File: src/rtl/osb_pkg.sv
package osb_pkg;
    typedef enum logic [1:0] {
        S_IDLE      = 2'd0,
        S_ISSUE     = 2'd1,
        S_WAIT_FILL = 2'd2
    } osb_state_e;
endpackage

File: src/rtl/osb_line_ring.sv
module osb_line_ring #(
    parameter int ENTRIES    = 8,
    parameter int LINE_AW    = 34,
    parameter int LINE_BYTES = 64
) (
    input  logic                      clk,
    input  logic                      rst,
    input  logic                      push_new,
    input  logic                      push_merge,
    input  logic                      pop,
    input  logic [LINE_AW-1:0]        in_line,
    input  logic [LINE_BYTES*8-1:0]   in_data,
    input  logic [LINE_BYTES-1:0]     in_be,
    output logic [LINE_AW-1:0]        head_line,
    output logic [LINE_BYTES*8-1:0]   head_data,
    output logic [LINE_BYTES-1:0]     head_be,
    output logic [LINE_AW-1:0]        tail_line,
    output logic                      empty,
    output logic                      full,
    output logic                      single
);
    localparam int DW    = LINE_BYTES * 8;
    localparam int PTR_W = (ENTRIES > 1) ? $clog2(ENTRIES) : 1;
    localparam int CNT_W = $clog2(ENTRIES + 1);

    logic [LINE_AW-1:0] line_q [ENTRIES];
    logic [DW-1:0]      data_q [ENTRIES];
    logic [LINE_BYTES-1:0] be_q [ENTRIES];

    logic [PTR_W-1:0] rd_ptr, wr_ptr, tail_ptr;
    logic [CNT_W-1:0] count;
    logic [DW-1:0]    merged_data;

    function automatic logic [PTR_W-1:0] ptr_inc(input logic [PTR_W-1:0] p);
        return (p == PTR_W'(ENTRIES - 1)) ? '0 : p + PTR_W'(1);
    endfunction

    assign tail_ptr  = (wr_ptr == '0) ? PTR_W'(ENTRIES - 1) : wr_ptr - PTR_W'(1);
    assign empty     = (count == '0);
    assign full      = (count == CNT_W'(ENTRIES));
    assign single    = (count == CNT_W'(1));
    assign head_line = line_q[rd_ptr];
    assign head_data = data_q[rd_ptr];
    assign head_be   = be_q[rd_ptr];
    assign tail_line = line_q[tail_ptr];

    for (genvar b = 0; b < LINE_BYTES; b++) begin : g_byte
        assign merged_data[b*8 +: 8] = in_be[b] ? in_data[b*8 +: 8]
                                                : data_q[tail_ptr][b*8 +: 8];
    end

    always_ff @(posedge clk) begin
        if (push_new) begin
            line_q[wr_ptr] <= in_line;
            data_q[wr_ptr] <= in_data;
            be_q[wr_ptr]   <= in_be;
        end else if (push_merge) begin
            data_q[tail_ptr] <= merged_data;
            be_q[tail_ptr]   <= be_q[tail_ptr] | in_be;
        end
    end

    always_ff @(posedge clk) begin
        if (rst) begin
            rd_ptr <= '0;
            wr_ptr <= '0;
            count  <= '0;
        end else begin
            if (push_new) wr_ptr <= ptr_inc(wr_ptr);
            if (pop)      rd_ptr <= ptr_inc(rd_ptr);
            count <= count + CNT_W'(push_new) - CNT_W'(pop);
        end
    end

    p_no_overflow_r3: assert property (@(posedge clk) disable iff (rst)
        !(push_new && full));
    p_count_bound_r3: assert property (@(posedge clk) disable iff (rst)
        count <= CNT_W'(ENTRIES));
    p_no_underflow_r9: assert property (@(posedge clk) disable iff (rst)
        pop |-> !empty);
    p_merge_xor_new_r4: assert property (@(posedge clk) disable iff (rst)
        !(push_new && push_merge));
endmodule

File: src/rtl/osb_order_ctl.sv
module osb_order_ctl #(
    parameter int LINE_AW = 34
) (
    input  logic               clk,
    input  logic               rst,
    input  logic               st_valid,
    input  logic               st_l1_hit,
    input  logic [LINE_AW-1:0] st_line,
    output logic               st_ready,
    input  logic [LINE_AW-1:0] tail_line,
    input  logic               empty,
    input  logic               full,
    input  logic               single,
    input  logic               c_req_ready,
    input  logic               c_req_miss,
    input  logic               fill_done,
    output logic               c_req_valid,
    output logic               push_new,
    output logic               push_merge,
    output logic               pop
);
    import osb_pkg::*;

    osb_state_e state_q, state_d;
    logic hold_q;
    logic miss_wait, can_merge, hold_now, blocked, accept, fire;

    always_comb begin
        c_req_valid = 1'b0;
        miss_wait   = 1'b0;
        unique case (state_q)
            S_IDLE:      ;
            S_ISSUE:     c_req_valid = 1'b1;
            S_WAIT_FILL: miss_wait   = 1'b1;
            default:     ;
        endcase
    end

    assign can_merge  = !empty && (st_line == tail_line) && (!single || miss_wait);
    assign hold_now   = st_valid && st_l1_hit && miss_wait;
    assign blocked    = hold_now || (hold_q && !empty);
    assign st_ready   = !blocked && (can_merge || !full);
    assign accept     = st_valid && st_ready;
    assign push_merge = accept && can_merge;
    assign push_new   = accept && !can_merge;
    assign fire       = c_req_valid && c_req_ready;
    assign pop        = fire && !c_req_miss;

    always_comb begin
        state_d = state_q;
        unique case (state_q)
            S_IDLE:      if (push_new) state_d = S_ISSUE;
            S_ISSUE: begin
                if (fire && c_req_miss)             state_d = S_WAIT_FILL;
                else if (pop && single && !push_new) state_d = S_IDLE;
            end
            S_WAIT_FILL: if (fill_done) state_d = S_ISSUE;
            default:     state_d = S_IDLE;
        endcase
    end

    always_ff @(posedge clk) begin
        if (rst) begin
            state_q <= S_IDLE;
            hold_q  <= 1'b0;
        end else begin
            state_q <= state_d;
            if (hold_now)   hold_q <= 1'b1;
            else if (empty) hold_q <= 1'b0;
        end
    end

    p_idle_empty_r1: assert property (@(posedge clk) disable iff (rst)
        (state_q == S_IDLE) == empty);
    p_req_held_r6: assert property (@(posedge clk) disable iff (rst)
        (c_req_valid && !c_req_ready) |=> c_req_valid);
    p_wait_quiet_r7: assert property (@(posedge clk) disable iff (rst)
        (fire && c_req_miss) |=> !c_req_valid);
    p_drain_block_r8: assert property (@(posedge clk) disable iff (rst)
        (st_valid && st_l1_hit && miss_wait) |=> (!st_ready || empty));
endmodule

File: src/rtl/ordered_store_buf.sv
module ordered_store_buf #(
    parameter int ENTRIES    = 8,
    parameter int LINE_AW    = 34,
    parameter int LINE_BYTES = 64
) (
    input  logic                    clk,
    input  logic                    rst,
    input  logic                    st_valid,
    output logic                    st_ready,
    input  logic [LINE_AW-1:0]      st_line,
    input  logic [LINE_BYTES*8-1:0] st_data,
    input  logic [LINE_BYTES-1:0]   st_be,
    input  logic                    st_l1_hit,
    output logic                    c_req_valid,
    input  logic                    c_req_ready,
    input  logic                    c_req_miss,
    output logic [LINE_AW-1:0]      c_req_line,
    output logic [LINE_BYTES*8-1:0] c_req_data,
    output logic [LINE_BYTES-1:0]   c_req_be,
    input  logic                    fill_done
);
    logic push_new, push_merge, pop, empty, full, single;
    logic [LINE_AW-1:0] tail_line;

    osb_line_ring #(
        .ENTRIES(ENTRIES), .LINE_AW(LINE_AW), .LINE_BYTES(LINE_BYTES)
    ) u_ring (
        .clk(clk), .rst(rst),
        .push_new(push_new), .push_merge(push_merge), .pop(pop),
        .in_line(st_line), .in_data(st_data), .in_be(st_be),
        .head_line(c_req_line), .head_data(c_req_data), .head_be(c_req_be),
        .tail_line(tail_line),
        .empty(empty), .full(full), .single(single)
    );

    osb_order_ctl #(.LINE_AW(LINE_AW)) u_ctl (
        .clk(clk), .rst(rst),
        .st_valid(st_valid), .st_l1_hit(st_l1_hit), .st_line(st_line),
        .st_ready(st_ready),
        .tail_line(tail_line), .empty(empty), .full(full), .single(single),
        .c_req_ready(c_req_ready), .c_req_miss(c_req_miss), .fill_done(fill_done),
        .c_req_valid(c_req_valid),
        .push_new(push_new), .push_merge(push_merge), .pop(pop)
    );

    p_req_stable_r6: assert property (@(posedge clk) disable iff (rst)
        (c_req_valid && !c_req_ready) |=>
            ($stable(c_req_line) && $stable(c_req_data) && $stable(c_req_be)));
endmodule

File: config.mk
export PLATFORM = sky130hd
export DESIGN_NAME = ordered_store_buf
export DESIGN_NICKNAME = d
export VERILOG_FILES = /design/src/rtl/osb_pkg.sv /design/src/rtl/osb_line_ring.sv /design/src/rtl/osb_order_ctl.sv /design/src/rtl/ordered_store_buf.sv
export SDC_FILE = /design/constraint.sdc
export NUM_CORES = 2
export LEC_CHECK = 0
export BUFFER_PORTS_ARGS = -buffer_cell sky130_fd_sc_hd__buf_2
export CAP_MARGIN = 20
export CORE_MARGIN = 4
export CORE_UTILIZATION = 45
export CTS_CLUSTER_SIZE = 10
export DETAILED_ROUTE_END_ITERATION = 6
export SLEW_MARGIN = 40
export SYNTH_ARGS = -nofsm -noshare
export SYNTH_HDL_FRONTEND = slang
export SYNTH_MEMORY_MAX_BITS = 65536
export SYNTH_SLANG_ARGS = --single-unit
File: constraint.sdc
create_clock -name clk -period 9.3 [get_ports clk]
set_clock_uncertainty 0.2 [all_clocks]
set_input_delay 0.465 -clock clk [delete_from_list [all_inputs] [get_ports clk]]
set_output_delay 0.465 -clock clk [all_outputs]
set_load 0.01 [all_outputs]
==> results.py <==
metrics = {
    "logic_synthesis": {
        "yosys_warnings": 0,
        "ys_ff_latch": 4896,
        "synth_edf_count": 4880,
        "synth_area_um2": 194000,
        "syn_inst": 8463,
        "syn-num-nets": 9093,
        "synthSimpleGateAreaFrac": 0.0147,
        "synthAdderAreaFrac": 0.000878,
        "synthMuxAreaShare": 0.204,
        "synth_xor_area_frac": 0.00181,
        "synth_top_family_by_area": "multiplexers",
        "ys_seq_area_frac": 0.758,
        "synth_area_per_cell_um2": 22.9,
        "synthDistinctLibCells": 67,
        "synth-compound-area-share": 0.00843,
        "async_reset_ff_frac": 0,
        "synth_flop_cell": "edfxtp_1",
    },
    "clocking": {
        "clk_latency_ns": 1.07,
        "cts_setup_buffers": 0,
        "h-tree-depth": 6,
        "clkTransAtPathRegs_ns": 0.05,
        "cts_buffer_depth": 4,
        "cts_tree": "built",
        "cts_made_buffers": 572,
        "clock_sinks": 4896,
        "root_buffer": "clkbuf_16",
    },
    "drt": {
        "met3_length_um": 45000,
        "via_count": 98600,
        "routed_wl_um": 543000,
        "ant_nets": 0,
        "wire_per_inst_um": 32.8,
        "vias_per_cell": 5.94,
        "met2_length_um": 265000,
        "firstDrtPassIters": 7,
        "highest_layer": "met5",
        "drcViolationCount": 0,
        "wl_met1_um": 210000,
        "drt_iter0_markers": 10400,
    },
    "die": {
        "die_w_um": 664,
        "core_region_area_um2": 428000,
        "die_area_um2": 441000,
        "rows": 240,
        "start_util": 0.453,
        "die_h_um": 664,
        "io_pins": 1229,
    },
    "placement": {
        "numPortBuffers": 1228,
        "place_ws_ns": 1.82,
        "dp_hpwl_um": 356000,
        "gp_congestion": 0.844,
        "dpl-instance-area_um2": 207000,
    },
    "final_layout": {
        "fin_area_um2": 231000,
        "area.growth.synth_to_final_pct": 19.2,
        "layout_commonest_cell": "edfxtp_1",
        "drive_gt1_frac": 0.384,
        "finalNetCount": 11300,
        "final_cell_mix": "edfxtp_1, mux4_2, buf_2",
        "fillers": 32500,
        "utilization": 0.539,
    },
    "worst_setup_path": {
        "start_kind": "register",
        "cp_max_fo": 43,
        "end_kind": "register",
        "path_delay_family": "simple AND/OR/NAND/NOR gates",
        "arrival_ns": 7.71,
        "crit_type": "register to register",
        "crit_chain": "inv_1, ha_4, and2b_1, nor2_4, buf_12, mux4_2, xor2_1, nor4_1, a21oi_1, or4_1, nor3_4, buf_6, nand2_1, o22ai_4, buf_4",
        "cp.required_ns": 9.73,
        "worst-path-buf-inv": 4,
        "cp_slowest_cell": "buf_4",
        "slowest_delay_ns": 0.68,
    },
    "global_routing": {
        "first_global_vias": 103000,
        "grt_max_degree": 129,
        "grt_usage": 0.243,
        "antenna_found_initial": 112,
        "grt_first_pass_wirelength_um": 772000,
        "overflow": 0,
    },
    "power": {
        "p_per_area_nw_per_um2": 227,
        "p_leak_nw": 72.7,
        "ir_worst_vdd_uv": 190,
        "power_mw": 52.4,
    },
    "sta": {
        "finalSetupViolCount": 0,
        "grt_setup_unrepaired": "false",
        "slew-limit-headroom": 0.339,
        "worst_pin_slew_ns": 0.991,
        "hold_viol_final": 0,
        "slew_violations": 0,
        "min_period_ns": 7.29,
        "period_share": 0.784,
        "maxClockFrequency_ghz": 0.137,
        "fin_ws_ns": 2.01,
    },
    "min_path": {
        "min_path_type": "input port to register",
    },
    "run": {
        "maxCapViolCount": 0,
    },
    "status": {
        "status": "finished, final reports clean",
    },
}
-- stage by stage --
step	hold slack [ns]	TNS (ns)	instances
6_report	0.0476	0	16600
5_1_grt	0.0173	0	16500
4_1_cts	0.000190	0	16500
3_5_place_dp	0.310	0	15000
3_3_place_gp	0.285	0	15000
2_1_floorplan	0.258	-38.16	8463
-- worst paths after layout --
path                    startpoint                  to  cells past startpoint  slack, ns
hold reg to reg   u_ring.rd_ptr[2]            register                      2       0.34
setup reg to reg  u_ring.wr_ptr[1]  u_ring.be_q[3][31]                     15       2.01
setup / recovery  u_ring.wr_ptr[1]  u_ring.be_q[3][31]                     15       2.01
hold / removal           st_be[37]  u_ring.be_q[5][37]                      2       0.05
-- area by class of cell --
cell class / count / area, µm² / area share
multi-input combinational: 3064 / 45000 / 0.195
clock buffer: 640 / 14700 / 0.0637
sequential: 4896 / 147000 / 0.636
inverter: 18 / 67.6 / 0.000293
tap: 5687 / 7120 / 0.0308
timing repair buffer: 2120 / 15500 / 0.0673
antenna: 79 / 198 / 0.000856
clock inverter: 86 / 1340 / 0.00581
-- registers in the layout (all words and copies together) (netlist names), named ones only --
name / count
u_ctl.hold_q: 1
u_ctl.state_q: 2
u_ring.be_q: 512
u_ring.count: 4
u_ring.data_q: 4096
u_ring.line_q: 272
u_ring.rd_ptr: 3
u_ring.wr_ptr: 3
-- metal layers --
layer	vias up	track usage
met5	-	0
met4	44	0.0892
met3	969	0.0588
met2	4668	0.395
met1	52700	0.319
li1	40200	-
-- report_power, final --
group	total [mW]	internal, mW	switching [mW]
combinational	6.80	2.69	4.11
clock	19.8	11.3	8.53
sequential	25.8	25.5	0.289
total	52.4	39.5	12.9
-- logic make-up (layout without fill, tap and decap cells) --
logic type,count (synthesis),after routing
buffers and inverters,503,2864
AOI/OAI and AO/OA,219,219
DFF,4896,4896
xor gates and xnor gates,40,40
muxes,2115,2115
other,0,79
adders and majority gates,13,13
and+or+nand+nor,677,677
-- Yosys cell counts (all sizes together), types with 10 or more instances --
cell | number | area (µm²)
o21ai | 14 | 70.1
ha | 12 | 150
nor3 | 17 | 90.1
xor2 | 32 | 280
clkbuf | 258 | 968
nor4 | 21 | 138
mux2 | 612 | 6890
nand2 | 15 | 56.3
a221oi | 12 | 105
o21bai | 65 | 488
buf | 227 | 1310
nor2b | 23 | 144
a31oi | 21 | 131
a21oi | 50 | 363
inv | 18 | 67.6
mux2i | 102 | 1120
nor2 | 552 | 2080
mux4 | 1401 | 31600
edfxtp | 4880 | 147000
dfxtp | 16 | 320
a2111oi | 10 | 87.6
-- timing repair --
| item | CTS | global route |
|---|---|---|
| endpoints found under the hold margin | 4808 | 0 |
| hold buffers | 764 | 0 |
| resized for setup | 0 | 0 |
Note: power is estimated with default switching activity, not from simulation.
